<file path="config.mk">
export PLATFORM = sky130hd
export DESIGN_NAME = scl_sync_gen
export DESIGN_NICKNAME = d
export VERILOG_FILES = /design/src/rtl/scl_gen_pkg.sv /design/src/rtl/scl_edge_sync.sv /design/src/rtl/scl_phase_timer.sv /design/src/rtl/scl_sync_gen.sv
export SDC_FILE = /design/constraint.sdc
export NUM_CORES = 1
export LEC_CHECK = 0
export BUFFER_PORTS_ARGS = -buffer_cell sky130_fd_sc_hd__buf_2
export CORE_MARGIN = 2
export CORE_UTILIZATION = 35
export CTS_CLUSTER_DIAMETER = 50
export CTS_CLUSTER_SIZE = 24
export DETAILED_ROUTE_END_ITERATION = 6
export GPL_ROUTABILITY_DRIVEN = 0
export PLACE_DENSITY = 0.63
export SETUP_SLACK_MARGIN = 0.3
export SYNTH_ARGS = -nofsm -noshare
export SYNTH_HDL_FRONTEND = slang
export SYNTH_SLANG_ARGS = --single-unit
</file>
<file path="constraint.sdc">
create_clock -name clk -period 3.4 [get_ports clk]
set_input_delay 0 -clock clk [delete_from_list [all_inputs] [get_ports clk]]
set_output_delay 0 -clock clk [all_outputs]
set_load 0.1 [all_outputs]
</file>
<file path="src/rtl/scl_gen_pkg.sv">
package scl_gen_pkg;

  // Phase of the local clock generator.
  typedef enum logic [1:0] {
    PH_WAIT_HI = 2'd0,  // released, waiting for the bus to read high
    PH_HIGH    = 2'd1,  // released, timing the high phase
    PH_HOLD    = 2'd2,  // pulling low, waiting to observe the fall
    PH_LOW     = 2'd3   // pulling low, timing the low phase
  } scl_phase_e;

  function automatic logic phase_drives_low(scl_phase_e ph);
    return (ph == PH_HOLD) || (ph == PH_LOW);
  endfunction

  function automatic logic phase_counts(scl_phase_e ph);
    return (ph == PH_HIGH) || (ph == PH_LOW);
  endfunction

endpackage

</file>
<file path="src/rtl/scl_edge_sync.sv">
module scl_edge_sync #(
  parameter int STAGES = 2
) (
  input  logic clk,
  input  logic rst_n,
  input  logic line_in,
  output logic level,
  output logic rise,
  output logic fall
);

  logic [STAGES-1:0] chain;
  logic              last_level;

  generate
    if (STAGES == 1) begin : g_single
      always_ff @(posedge clk or negedge rst_n) begin
        if (!rst_n) chain <= '1;
        else        chain <= line_in;
      end
    end else begin : g_multi
      always_ff @(posedge clk or negedge rst_n) begin
        if (!rst_n) chain <= '1;
        else        chain <= {chain[STAGES-2:0], line_in};
      end
    end
  endgenerate

  always_ff @(posedge clk or negedge rst_n) begin
    if (!rst_n) last_level <= 1'b1;
    else        last_level <= chain[STAGES-1];
  end

  assign level = chain[STAGES-1];
  assign rise  = level & ~last_level;
  assign fall  = ~level & last_level;

  AST_RISE_ONE_CYCLE: assert property (@(posedge clk) disable iff (!rst_n)
    rise |=> !rise);
  AST_FALL_ONE_CYCLE: assert property (@(posedge clk) disable iff (!rst_n)
    fall |=> !fall);

endmodule

</file>
<file path="src/rtl/scl_phase_timer.sv">
module scl_phase_timer #(
  parameter int W = 12
) (
  input  logic         clk,
  input  logic         rst_n,
  input  logic         clear,
  input  logic         run,
  input  logic [W-1:0] limit,
  output logic         done
);

  logic [W-1:0] cnt;

  // A zero limit is treated as one cycle.
  function automatic logic [W:0] eff_limit(logic [W-1:0] v);
    return (v == '0) ? (W+1)'(1) : {1'b0, v};
  endfunction

  function automatic logic reached(logic [W-1:0] c, logic [W-1:0] v);
    return ({1'b0, c} + (W+1)'(1)) >= eff_limit(v);
  endfunction

  assign done = reached(cnt, limit);

  always_ff @(posedge clk or negedge rst_n) begin
    if (!rst_n)             cnt <= '0;
    else if (clear)         cnt <= '0;
    else if (run && !done)  cnt <= cnt + 1'b1;
  end

  AST_NO_OVERFLOW: assert property (@(posedge clk) disable iff (!rst_n)
    !clear |=> cnt >= $past(cnt));
  AST_DONE_HOLDS: assert property (@(posedge clk) disable iff (!rst_n)
    (run && done && !clear) |=> $stable(cnt));

endmodule

</file>
<file path="src/rtl/scl_sync_gen.sv">
module scl_sync_gen #(
  parameter int CNT_W       = 12,
  parameter int SYNC_STAGES = 2
) (
  input  logic             clk,
  input  logic             rst_n,
  input  logic             enable,
  input  logic             scl_in,
  input  logic [CNT_W-1:0] high_cnt,
  input  logic [CNT_W-1:0] low_cnt,
  output logic             scl_pull_low,
  output logic             rise_stb,
  output logic             fall_stb
);
  import scl_gen_pkg::*;

  scl_phase_e       phase, phase_nx;
  logic             bus_hi, bus_rise, bus_fall;
  logic             tmr_clear, tmr_run, tmr_done;
  logic [CNT_W-1:0] tmr_limit;

  scl_edge_sync #(.STAGES(SYNC_STAGES)) u_sync (
    .clk     (clk),
    .rst_n   (rst_n),
    .line_in (scl_in),
    .level   (bus_hi),
    .rise    (bus_rise),
    .fall    (bus_fall)
  );

  assign tmr_limit = (phase == PH_LOW) ? low_cnt : high_cnt;
  assign tmr_run   = phase_counts(phase);

  scl_phase_timer #(.W(CNT_W)) u_timer (
    .clk   (clk),
    .rst_n (rst_n),
    .clear (tmr_clear),
    .run   (tmr_run),
    .limit (tmr_limit),
    .done  (tmr_done)
  );

  // An observed fall always starts a low phase, whoever caused it.
  always_comb begin
    phase_nx = phase;
    if (!enable) begin
      phase_nx = PH_WAIT_HI;
    end else if (bus_fall) begin
      phase_nx = PH_LOW;
    end else begin
      case (phase)
        PH_WAIT_HI: if (bus_hi)   phase_nx = PH_HIGH;
        PH_HIGH:    if (tmr_done) phase_nx = PH_HOLD;
        PH_HOLD:    phase_nx = PH_HOLD;
        PH_LOW:     if (tmr_done) phase_nx = PH_WAIT_HI;
        default:    phase_nx = PH_WAIT_HI;
      endcase
    end
  end

  assign tmr_clear = !enable || bus_fall || (phase_nx != phase);

  always_ff @(posedge clk or negedge rst_n) begin
    if (!rst_n) phase <= PH_WAIT_HI;
    else        phase <= phase_nx;
  end

  assign scl_pull_low = phase_drives_low(phase);
  assign rise_stb     = enable & bus_rise;
  assign fall_stb     = enable & bus_fall;

  AST_DISABLE_RELEASE: assert property (@(posedge clk) disable iff (!rst_n)
    !enable |=> !scl_pull_low);
  AST_FALL_TAKES_LOW: assert property (@(posedge clk) disable iff (!rst_n)
    (enable && bus_fall) |=> (scl_pull_low && phase == PH_LOW));
  AST_WAIT_NO_TIMEOUT: assert property (@(posedge clk) disable iff (!rst_n)
    (enable && phase == PH_WAIT_HI && !bus_hi) |=> !scl_pull_low);
  AST_HIGH_RELEASED: assert property (@(posedge clk) disable iff (!rst_n)
    (enable && bus_rise) |=> !scl_pull_low);

endmodule

</file>
==> reports/summary.txt, run 1 <==
Worst-skew pair later-pin latency: 0.26 ns
Final Net Count: 223
Number of global-route vias before repair: 1,216
Reg power frac: 45.1%
Routed wl met3: 179 um
Fmax: 0.344 GHz
I/O Pins: 31
Sinks on Clock Net: 17
Synth Instances: 146
Mean Syn Cell Area: 9.42 um2
FF-to-FF path depth: 12
Slowest stage delay, CP: 0.43 ns
Routed WL per cell: 15.2 um
Antenna fix cells: 0
Final period util: 85.6%
Crit path time final: 2.91 ns
Placed Cells: 222
Die Y: 66.7 um
Yosys warnings: 0
First-pass GRT wire length: 5580 um
Sw Share: 29.1%
Critical Path End Type: flop
EDFF count, synth: 0
Initial antenna violation count: 0
Layout area overhead: 23.7%
Peak supply drop: 109 uV
Sw power: 0.137 mW
Worst-path clk slew: 0.07 ns
Worst Skew: 0.00492 ns
Setup_tns: 0 ns
Syn_nets: 187
Critical R2R Launch: u_timer.cnt[0]
Asr flop ratio synth: 100%
Final Max Slew Viols: 0
Max-cap violations: 0
Via density: 5.47
Final Hold Viols: 0
DP Area: 1580 um2
Int Pwr: 0.333 mW
Worst Tran Pin Value: 0.638 ns
Cells along the critical path: ha_2, nand3_2, nor3_4, nand3_1, xnor2_1, ha_1, a21o_1, a21oi_2, o21ai_4, a21oi_4, and3_4, a22o_1
Hold crit path type: input pin to flop
Seq/Total Area, Yosys: 31.2%
DRC: 0
Die area: 4450 um2
Routed vias: 1,253
Hold_sp: enable
Comb power frac: 22.5%
Area contributors post-synth: dfrtp_1 (25%), ha_1 (12%), mux2i_1 (8.0%)
CTS Buf Count: 3
CP Max Fanout: 7
Dominant cell type by area after synthesis: dfrtp_1
P per Cell Area: 276 nW/um2
Main synth FF type: dfrtp_1
Reg2Reg Setup Slack: 0.49 ns
Worst Path Required: 3.59 ns
Max_slew headroom: 57.3%
WHS Path Cells: 3
Finished Cell Area: 1700 um2
Highest metal used: met4
Antenna-violating nets left: 0
Largest net degree at the start of global routing: 18
Critical Path Source Type: flop
Starting Density: 37.0%
#FFs+latches synth: 17
Rows: 22
Worst R2R End: u_timer.cnt[7]
Post-Syn Area: 1380 um2
Worst Hold End: phase[0]
Slowest CP cell: dfrtp_1
Routed WL: 3490 um
Hold Slack: 0.0319 ns
WP data arrival: 3.10 ns
P_leak: 0.799 nW
Clock power frac: 32.4%
DRT met1 WL: 1640 um
Setup violations, final: 0
Port-buffer cells: 30
Post-Layout Cell Count: 229
GR Overflow Total: 0
Met2 WL: 1600 um
Status: finished clean
DR pass1 iterations: 4
Total GRT Usage: 16.7%
Clock Root Buffer: clkbuf_8
Unique masters post-synth: 39
Fin util: 45.8%
CTS tree: done
Layout cell share with drive strength beyond 1: 33.1%
Crit Path Category: flop to flop
Dpl hpwl: 2700 um
Post-synth top area share: 25.5%
CTS H-tree depth: 1
Die X: 66.7 um
RSZ-0062 raised after global routing: false
Initial detailed-routing violation count: 24
Core box area: 3720 um2
CTS Buffer Depth: 2
-- layout make-up --
cell class,count,area [um2]
Inverter,4,15.0
Fill cell,363,2010
Clock buffer,4,45.0
Tap cell,48,60.1
Sequential cell,17,429
Multi-Input combinational cell,120,952
Timing Repair Buffer,36,200
-- layer usage --
layer	track usage (%)	up-vias
li1	-	618
met1	22.2	591
met2	27.5	37
met3	2.70	7
met4	5.36	0
met5	0	-
-- layout by cell type (no fill, tap or decap), types with 2 or more instances in the layout --
master         instances
a21oi_1                5
xnor2_1                5
nand2_1               10
a22o_1                 2
nor4_1                 4
and4_1                 2
xor2_1                 8
dfrtp_1               14
buf_2                 30
nor3_1                 3
o21ai_0                2
a22o_2                 4
buf_4                  4
inv_1                  4
nand3_1                7
a31o_2                 2
a311oi_1               2
mux2i_1               11
nor2_1                12
dlygate4sd3_1          2
a21oi_2                2
clkbuf_8               3
a31oi_1                2
dfstp_2                3
o31ai_1                2
a21o_1                 2
ha_1                  12
-- state kept, by name, indices dropped and copies added (netlist names) --
register,count
u_timer.cnt,12
u_sync.chain,2
phase,2
u_sync.last_level,1
-- worst max path at each step --
stage	startpoint	to
floorplan	u_timer.cnt[0]	u_timer.cnt[7]
global placement	u_timer.cnt[0]	u_timer.cnt[7]
detailed placement	u_timer.cnt[0]	u_timer.cnt[4]
CTS	u_timer.cnt[0]	u_timer.cnt[3]
global route	u_timer.cnt[0]	u_timer.cnt[4]
finish	u_timer.cnt[0]	u_timer.cnt[7]
-- power groups by stage --
stage	clock (mW)	sequential (mW)	combinational, mW
floorplan	0	0.215	0.0636
global placement	0	0.215	0.0974
detailed placement	0	0.215	0.0995
CTS	0.157	0.212	0.102
global route	0.168	0.212	0.116
finish	0.152	0.212	0.106
-- synthesized netlist by cell type, types with 3 or more instances --
| cell type | number |
|---|---|
| inv_1 | 4 |
| nor3_1 | 4 |
| a311oi_1 | 3 |
| xor2_1 | 8 |
| a21oi_1 | 7 |
| ha_1 | 13 |
| mux2i_1 | 11 |
| o21ai_0 | 3 |
| a22o_2 | 4 |
| nand2_1 | 11 |
| nor2_1 | 13 |
| dfrtp_1 | 14 |
| nor4_1 | 4 |
| xnor2_1 | 5 |
| nand3_1 | 8 |
| dfstp_2 | 3 |
-- per-stage QoR --
| step | setup slack [ns] | power [mW] |
|---|---|---|
| final | 0.490 | 0.470 |
| after global routing | 0.323 | 0.496 |
| after CTS | 0.323 | 0.471 |
| after detailed placement | 0.248 | 0.315 |
| after global placement | 0.409 | 0.313 |
| after floorplan | 0.572 | 0.278 |
-- critical path: cells and delay by family, from the launching register on --
family	cells	cell delay, ns
xor+xnor	1	0.23
fa+ha+maj	2	0.53
flops	1	0.43
simple gates	4	0.80
compound gates	5	0.85
-- logic make-up (layout without fill, tap and decap cells) --
kind of cell,count (synthesis),count (layout),share of synthesized area (%)
buffers and inverters,9,44,3.37
xor gates and xnor gates,13,13,8.28
AOI/OAI and AO/OA,35,35,19.7
DFF,17,17,31.2
and+or+nand+nor,48,48,17.6
muxes,11,11,8.01
adders and majority gates,13,13,11.8
-- timing repair --
action                                 in CTS  in global routing
gates resized for setup                     1                 12
pin swaps                                   0                  2
setup buffers                               0                  1
hold buffers                                2                  0
setup endpoints to repair                  10                 13
endpoints found under the hold margin      18                  0
(Power assumes the default switching activity.)
==> inputs of run 2 (changes only) <==
--- a/config.mk
+++ b/config.mk
@@ -7,2 +7,3 @@
 export LEC_CHECK = 0
+export ABC_CLOCK_PERIOD_IN_PS = 3400
 export BUFFER_PORTS_ARGS = -buffer_cell sky130_fd_sc_hd__buf_2
==> constraint.sdc (replaced) <==
create_clock -name clk -period 3.4 [get_ports clk]
set_input_delay 0.17 -clock clk [delete_from_list [all_inputs] [get_ports clk]]
set_output_delay 0.17 -clock clk [all_outputs]
set_load 0.1 [all_outputs]
==> run 2 against run 1 <==
Compared with the run above: via count shrank 0.40%; final cell count did not move; clock power about the same; utilization stayed put; critical endpoint is now u_timer.cnt[3]; largest cell class unchanged; critical path depth stayed put; register-to-register slack about the same; first-iteration DRC count decreased by 13%.
==> reports/summary.txt, run 2 (same netlist as run 1, synthesis figures left out) <==
Reg2Reg Setup Slack: 0.49 ns (about the same)
Crit Path Category: flop to flop (unchanged)
Critical Path Source Type: flop (unchanged)
Worst-skew pair later-pin latency: 0.26 ns (about the same)
Hold crit path type: input pin to flop (unchanged)
Power consumption: 0.469 mW (was 0.470 mW)
Most common cell after layout, fill and taps aside: buf_2 (unchanged)
Worst Skew: 0.00387 ns (was 0.00492 ns)
WP data arrival: 3.11 ns (was 3.10 ns)
GR Overflow Total: 0 (unchanged)
Total GRT Usage: 16.7% (unchanged)
DR pass1 iterations: 4 (unchanged)
Via density: 5.45 (was 5.47)
Worst Tran Pin Value: 0.634 ns (was 0.638 ns)
Die X: 66.7 um (unchanged)
Comb power frac: 22.5% (about the same)
Max_slew headroom: 57.5% (was 57.3%)
Clock power frac: 32.3% (was 32.4%)
P per Cell Area: 276 nW/um2 (about the same)
DRC: 0 (unchanged)
CP Max Fanout: 7 (unchanged)
Sinks on Clock Net: 17 (unchanged)
Starting Density: 37.0% (unchanged)
Biggest regs: u_timer.cnt x12, phase x2, u_sync.chain x2 (unchanged)
CTS Buffer Depth: 2 (unchanged)
Hold Slack: 0.202 ns (was 0.0319 ns)
CTS tree: done (unchanged)
Sw Share: 29.0% (was 29.1%)
Status: finished clean (unchanged)
Setup violations, final: 0 (unchanged)
Worst-path clk slew: 0.06 ns (was 0.07 ns)
Die Y: 66.7 um (unchanged)
Setup_tns: 0 ns (unchanged)
Final Net Count: 223 (unchanged)
Rows: 22 (unchanged)
Max reg flops: 12 (unchanged)
Area of the multi-input gates: 952 um2 (unchanged)
Layout area overhead: 23.7% (unchanged)
Commonest cells after routing, fill and taps aside: buf_2 (30), dfrtp_1 (14), nor2_1 (12), ha_1 (12), mux2i_1 (11) (unchanged)
Final Hold Viols: 0 (unchanged)
Sw power: 0.136 mW (was 0.137 mW)
Antenna-violating nets left: 0 (unchanged)
Antenna fix cells: 0 (unchanged)
Initial detailed-routing violation count: 21 (was 24)
Crit path time final: 2.91 ns (about the same)
Port-buffer cells: 30 (unchanged)
Biggest register: u_timer.cnt (unchanged)
Number of global-route vias before repair: 1,216 (unchanged)
Final Max Slew Viols: 0 (unchanged)
Reg power frac: 45.1% (about the same)
Routed WL: 3480 um (was 3490 um)
Die area: 4450 um2 (unchanged)
Max-cap violations: 0 (unchanged)
FILL cells: 362 (was 363)
Core box area: 3720 um2 (unchanged)
RSZ-0062 raised after global routing: false (unchanged)
Dpl hpwl: 2700 um (unchanged)
Final period util: 85.5% (was 85.6%)
Int Pwr: 0.333 mW (about the same)
Critical Path End Type: flop (unchanged)
Initial antenna violation count: 0 (unchanged)
CTS Buf Count: 3 (unchanged)
Largest net degree at the start of global routing: 18 (unchanged)
P_leak: 0.799 nW (unchanged)
I/O Pins: 31 (unchanged)
Layout cell share with drive strength beyond 1: 33.1% (unchanged)
Routed vias: 1,248 (was 1,253)
Routed WL per cell: 15.2 um (about the same)
Fmax: 0.344 GHz (about the same)
Worst Path Required: 3.60 ns (was 3.59 ns)
Clock Root Buffer: clkbuf_8 (unchanged)
Peak supply drop: 108 uV (was 109 uV)
CTS H-tree depth: 1 (unchanged)
First-pass GRT wire length: 5580 um (unchanged)
Reg area: 429 um2 (unchanged)
==> run 2: cell counts in the layout (fill, tap and decap cells not counted) <==
Identical to the previous run, type by type.
==> run 2: power by group through the flow <==
stage	sequential [mW]	combinational [mW]	clock [mW]
floorplan	0.215	0.0636	0
CTS	0.212	0.101	0.157
finish	0.212	0.106	0.152
global placement	0.215	0.0974	0
global route	0.212	0.116	0.168
detailed placement	0.215	0.0995	0
==> run 2: path summary, 6_finish.rpt <==
path	startpoint	endpoint	depth (start not counted)
setup / recovery	u_timer.cnt[0]	u_timer.cnt[3]	12
hold / removal	enable	phase[1]	3
setup reg to reg	u_timer.cnt[0]	u_timer.cnt[3]	12
hold reg to reg	u_sync.chain[0]	u_sync.chain[1]	0
max in group asynchronous	rst_n	u_sync.last_level	2
min in group asynchronous	rst_n	u_timer.cnt[2]	2
==> run 2: worst max-delay path, stage by stage, from the launching register on <==
cell and delay, ns:
dfrtp_1 0.43, ha_2 0.25, nand3_2 0.14, nor3_4 0.27, nand3_1 0.13, xnor2_1 0.23
ha_1 0.28, a21o_1 0.20, a21oi_2 0.19, o21ai_4 0.11, a21oi_4 0.21, and3_4 0.26
a22o_1 0.15
==> run 2: cell type report <==
type | count | area share, %
multi-input cells | 120 | 56.0
well taps | 48 | 3.53
inverters | 4 | 0.882
clock buffers | 4 | 2.65
repair buffers | 36 | 11.8
flip-flops and latches | 17 | 25.2
==> run 2: stage by stage <==
stage          util, %  area, um2  cells  setup slack, ns
2_1_floorplan        -       1380    146            0.572
3_3_place_gp      42.4       1580    222            0.409
3_5_place_dp      42.4       1580    222            0.248
4_1_cts           44.0       1640    227            0.323
5_1_grt           45.8       1700    229            0.323
6_report          45.8       1700    229            0.492
==> run 2: repair_timing <==
item                                    in CTS  in global routing
hold buffers                                 1                  1
gates resized for setup                      1                 12
pin swaps                                    0                  2
gates cloned                                 0                  0
setup buffers                                0                  1
hold endpoints to repair                    14                  1
endpoints found under the setup margin      10                 13
==> run 2: layer usage <==
layer  routed length [um]  track usage [%]  up-vias
met5                    0                0        -
met4                   68             5.36        0
met2                 1600             27.5       32
met1                 1640             22.2      592
met3                  168             2.70        7
li1                     -                -      617
==> inputs of run 3 (changes only) <==
- PLACE_DENSITY: 0.63 -> 0.62
- SYNTH_HIERARCHICAL: unset -> 1
==> run 3 against run 2 <==
Compared with the run above: sequential power about the same; synthesized cell count rose by 12%; die area grew 12%; fmax is 3.7% lower; critical path type unchanged; largest cell class unchanged.
==> reports/summary.txt, run 3 <==
Largest net degree at the start of global routing: 18 (unchanged)
Setup_tns: 0 ns (unchanged)
Sw power: 0.140 mW (was 0.136 mW)
Worst-skew pair later-pin latency: 0.26 ns (about the same)
CTS H-tree depth: 1 (unchanged)
Synth Instances: 163 (was 146)
Layout area overhead: 34.8% (was 23.7%)
Die Y: 70.4 um (was 66.7 um)
Buf/Inv on CP: 1 (was 0)
Max_slew headroom: 68.1% (was 57.5%)
Top Family by Delay on Critical Path: simple AND/OR/NAND/NOR gates (was compound AO/OA/AOI/OAI gates)
Slowest CP cell: dfrtp_2 (was dfrtp_1)
Routed WL per cell: 12.2 um (was 15.2 um)
Slowest stage delay, CP: 0.44 ns (was 0.43 ns)
Initial antenna violation count: 0 (unchanged)
Final WS setup: 0.379 ns (was 0.492 ns)
DR pass1 iterations: 4 (unchanged)
Dpl hpwl: 2460 um (was 2700 um)
Peak supply drop: 146 uV (was 108 uV)
Asr flop ratio synth: 100% (unchanged)
Port-buffer cells: 30 (unchanged)
CP Max Fanout: 4 (was 7)
Worst Skew: 0.00391 ns (was 0.00387 ns)
Area of the multi-input gates: 1160 um2 (was 952 um2)
RSZ-0062 raised after global routing: true (was false)
Int Pwr: 0.350 mW (was 0.333 mW)
Yosys warnings: 6 (was 0)
P_leak: 1.03 nW (was 0.799 nW)
Cell with the most instances after synthesis: dfrtp_1 (unchanged)
CTS Buffer Depth: 2 (unchanged)
Fin util: 48.5% (was 45.8%)
Final Max Slew Viols: 0 (unchanged)
List of most frequent post-synthesis cells: dfrtp_1 (14), ha_1 (13), inv_1 (12), nand2_1 (12), mux2_4 (10) (was dfrtp_1 (14), ha_1 (13), nor2_1 (13))
Mean Syn Cell Area: 9.47 um2 (was 9.42 um2)
Rows: 24 (was 22)
Comb power frac: 25.0% (was 22.5%)
DRC: 0 (unchanged)
Crit path time final: 3.02 ns (was 2.91 ns)
Worst Path Required: 3.60 ns (about the same)
EDFF count, synth: 0 (unchanged)
First-pass GRT wire length: 5680 um (was 5580 um)
Antenna fix cells: 0 (unchanged)
CTS tree: done (unchanged)
Sinks on Clock Net: 17 (unchanged)
#FFs+latches synth: 17 (unchanged)
Biggest register: u_timer/cnt (was u_timer.cnt)
Final Hold Viols: 0 (unchanged)
Reg power frac: 43.5% (was 45.1%)
Fmax: 0.331 GHz (was 0.344 GHz)
Sw Share: 28.6% (was 29.0%)
FILL cells: 402 (was 362)
Dominant cell type by area after synthesis: dfrtp_1 (unchanged)
Via density: 4.94 (was 5.45)
Crit Path Category: flop to flop (unchanged)
Area contributors post-synth: dfrtp_1 (23%), ha_1 (11%), mux2_4 (9.7%) (was dfrtp_1 (25%), ha_1 (12%), mux2i_1 (8.0%))
Post-Syn Area: 1540 um2 (was 1380 um2)
Starting Density: 36.0% (was 37.0%)
Seq/Total Area, Yosys: 27.8% (was 31.2%)
Die X: 70.4 um (was 66.7 um)
Routed vias: 1,318 (was 1,248)
Main synth FF type: dfrtp_1 (unchanged)
I/O Pins: 31 (unchanged)
Worst-path clk slew: 0.07 ns (was 0.06 ns)
Total GRT Usage: 14.2% (was 16.7%)
Max-cap violations: 0 (unchanged)
Commonest cells after routing, fill and taps aside: buf_2 (30), buf_4 (23), inv_1 (12), ha_1 (11) (was buf_2 (30), dfrtp_1 (14), nor2_1 (12), ha_1 (12), mux2i_1 (11))
CTS Buf Count: 3 (unchanged)
Max reg flops: 12 (unchanged)
Routed WL: 3260 um (was 3480 um)
Core box area: 4290 um2 (was 3720 um2)
Status: finished clean (unchanged)
Number of global-route vias before repair: 1,269 (was 1,216)
Power consumption: 0.491 mW (was 0.469 mW)
Final period util: 88.8% (was 85.5%)
Critical Path Source Type: flop (unchanged)
Hold crit path type: input pin to flop (unchanged)
Critical Path End Type: flop (unchanged)
WP data arrival: 3.22 ns (was 3.11 ns)
Dpl ws: 0.136 ns (was 0.248 ns)
Most common cell after layout, fill and taps aside: buf_2 (unchanged)
P per Cell Area: 236 nW/um2 (was 276 nW/um2)
Die area: 4960 um2 (was 4450 um2)
Post-synth top area share: 22.7% (was 25.5%)
Syn_nets: 204 (was 187)
Layout cell share with drive strength beyond 1: 48.4% (was 33.1%)
Clock power frac: 31.4% (was 32.3%)
Reg area: 434 um2 (was 429 um2)
Worst Tran Pin Value: 0.482 ns (was 0.634 ns)
Unique masters post-synth: 46 (was 39)
Antenna-violating nets left: 0 (unchanged)
GR Overflow Total: 0 (unchanged)
Final Net Count: 257 (was 223)
Initial detailed-routing violation count: 57 (was 21)
Biggest regs: u_timer/cnt x12, phase x2, u_sync/chain x2 (was u_timer.cnt x12, phase x2, u_sync.chain x2)
Clock Root Buffer: clkbuf_8 (unchanged)
Cells along the critical path: ha_4, nand3_4, nor2_4, nand3_4, nor2_4, xor2_1, ha_1, a21oi_2, nor2b_2, nor4_1, nand2_1, nand2_2, nand4bb_4, buf_4, or2b_1, a21oi_2, a31o_1 (was ha_2, nand3_2, nor3_4, nand3_1, xnor2_1, ha_1, a21o_1, a21oi_2, o21ai_4, a21oi_4, and3_4, a22o_1)
Setup violations, final: 0 (unchanged)
## run 3: through the flow
step	area, um2	cells	hold WS, ns
after detailed placement	1810	247	0.119
final	2080	267	0.00659
after global placement	1810	247	0.123
after CTS	1960	261	0.00474
after global routing	2080	267	0.00161
after floorplan	1570	163	-0.126
## run 3: final timing paths
kind,from,to,slack (ns),cells after the start
worst max-delay path,u_timer/cnt[0],u_timer/cnt[2],0.38,17
worst min-delay path,scl_in,u_sync/chain[0],0.007,1
worst max register to register,u_timer/cnt[0],u_timer/cnt[2],0.38,17
worst min register to register,u_sync/chain[0],u_sync/chain[1],0.36,0
max in group asynchronous,rst_n,u_sync/chain[0],2.73,2
min in group asynchronous,rst_n,u_timer/cnt[3],0.36,2
## run 3: power groups by stage
stage                     Clock, mW  Combinational, mW  Sequential, mW
after floorplan                   0             0.0764           0.217
after global placement            0              0.110           0.216
after detailed placement          0              0.111           0.217
after CTS                     0.158              0.115           0.213
after global routing          0.166              0.137           0.214
final                         0.154              0.123           0.214
## run 3: kinds of logic after synthesis
| logic type | synth area share [%] |
|---|---|
| and+or+nand+nor | 27.4 |
| AOI/OAI and AO/OA | 9.72 |
| buffers and inverters | 5.43 |
| DFF | 27.8 |
| xor gates and xnor gates | 7.94 |
| adders and majority gates | 10.5 |
| muxes | 11.2 |
## run 3: cell type report
class	instances	share of cell area (%)
multi-input combinational	128	55.7
sequential	17	20.9
timing repair buffer	54	16.0
tap	52	3.12
clock buffer	4	2.16
inverter	12	2.16
## run 3: layer usage
metal,up-vias,wire [um],track usage [%]
met3,4,76,3.03
met5,-,0,0
met2,11,1630,23.8
met1,623,1500,17.5
li1,680,-,-
met4,0,51,5.77
## run 3: what timing repair did
action	CTS	global route
hold buffers	1	0
gates resized for setup	7	13
pin swaps	6	13
hold endpoints to repair	14	0
setup buffers	9	6
setup endpoints to repair	3	5
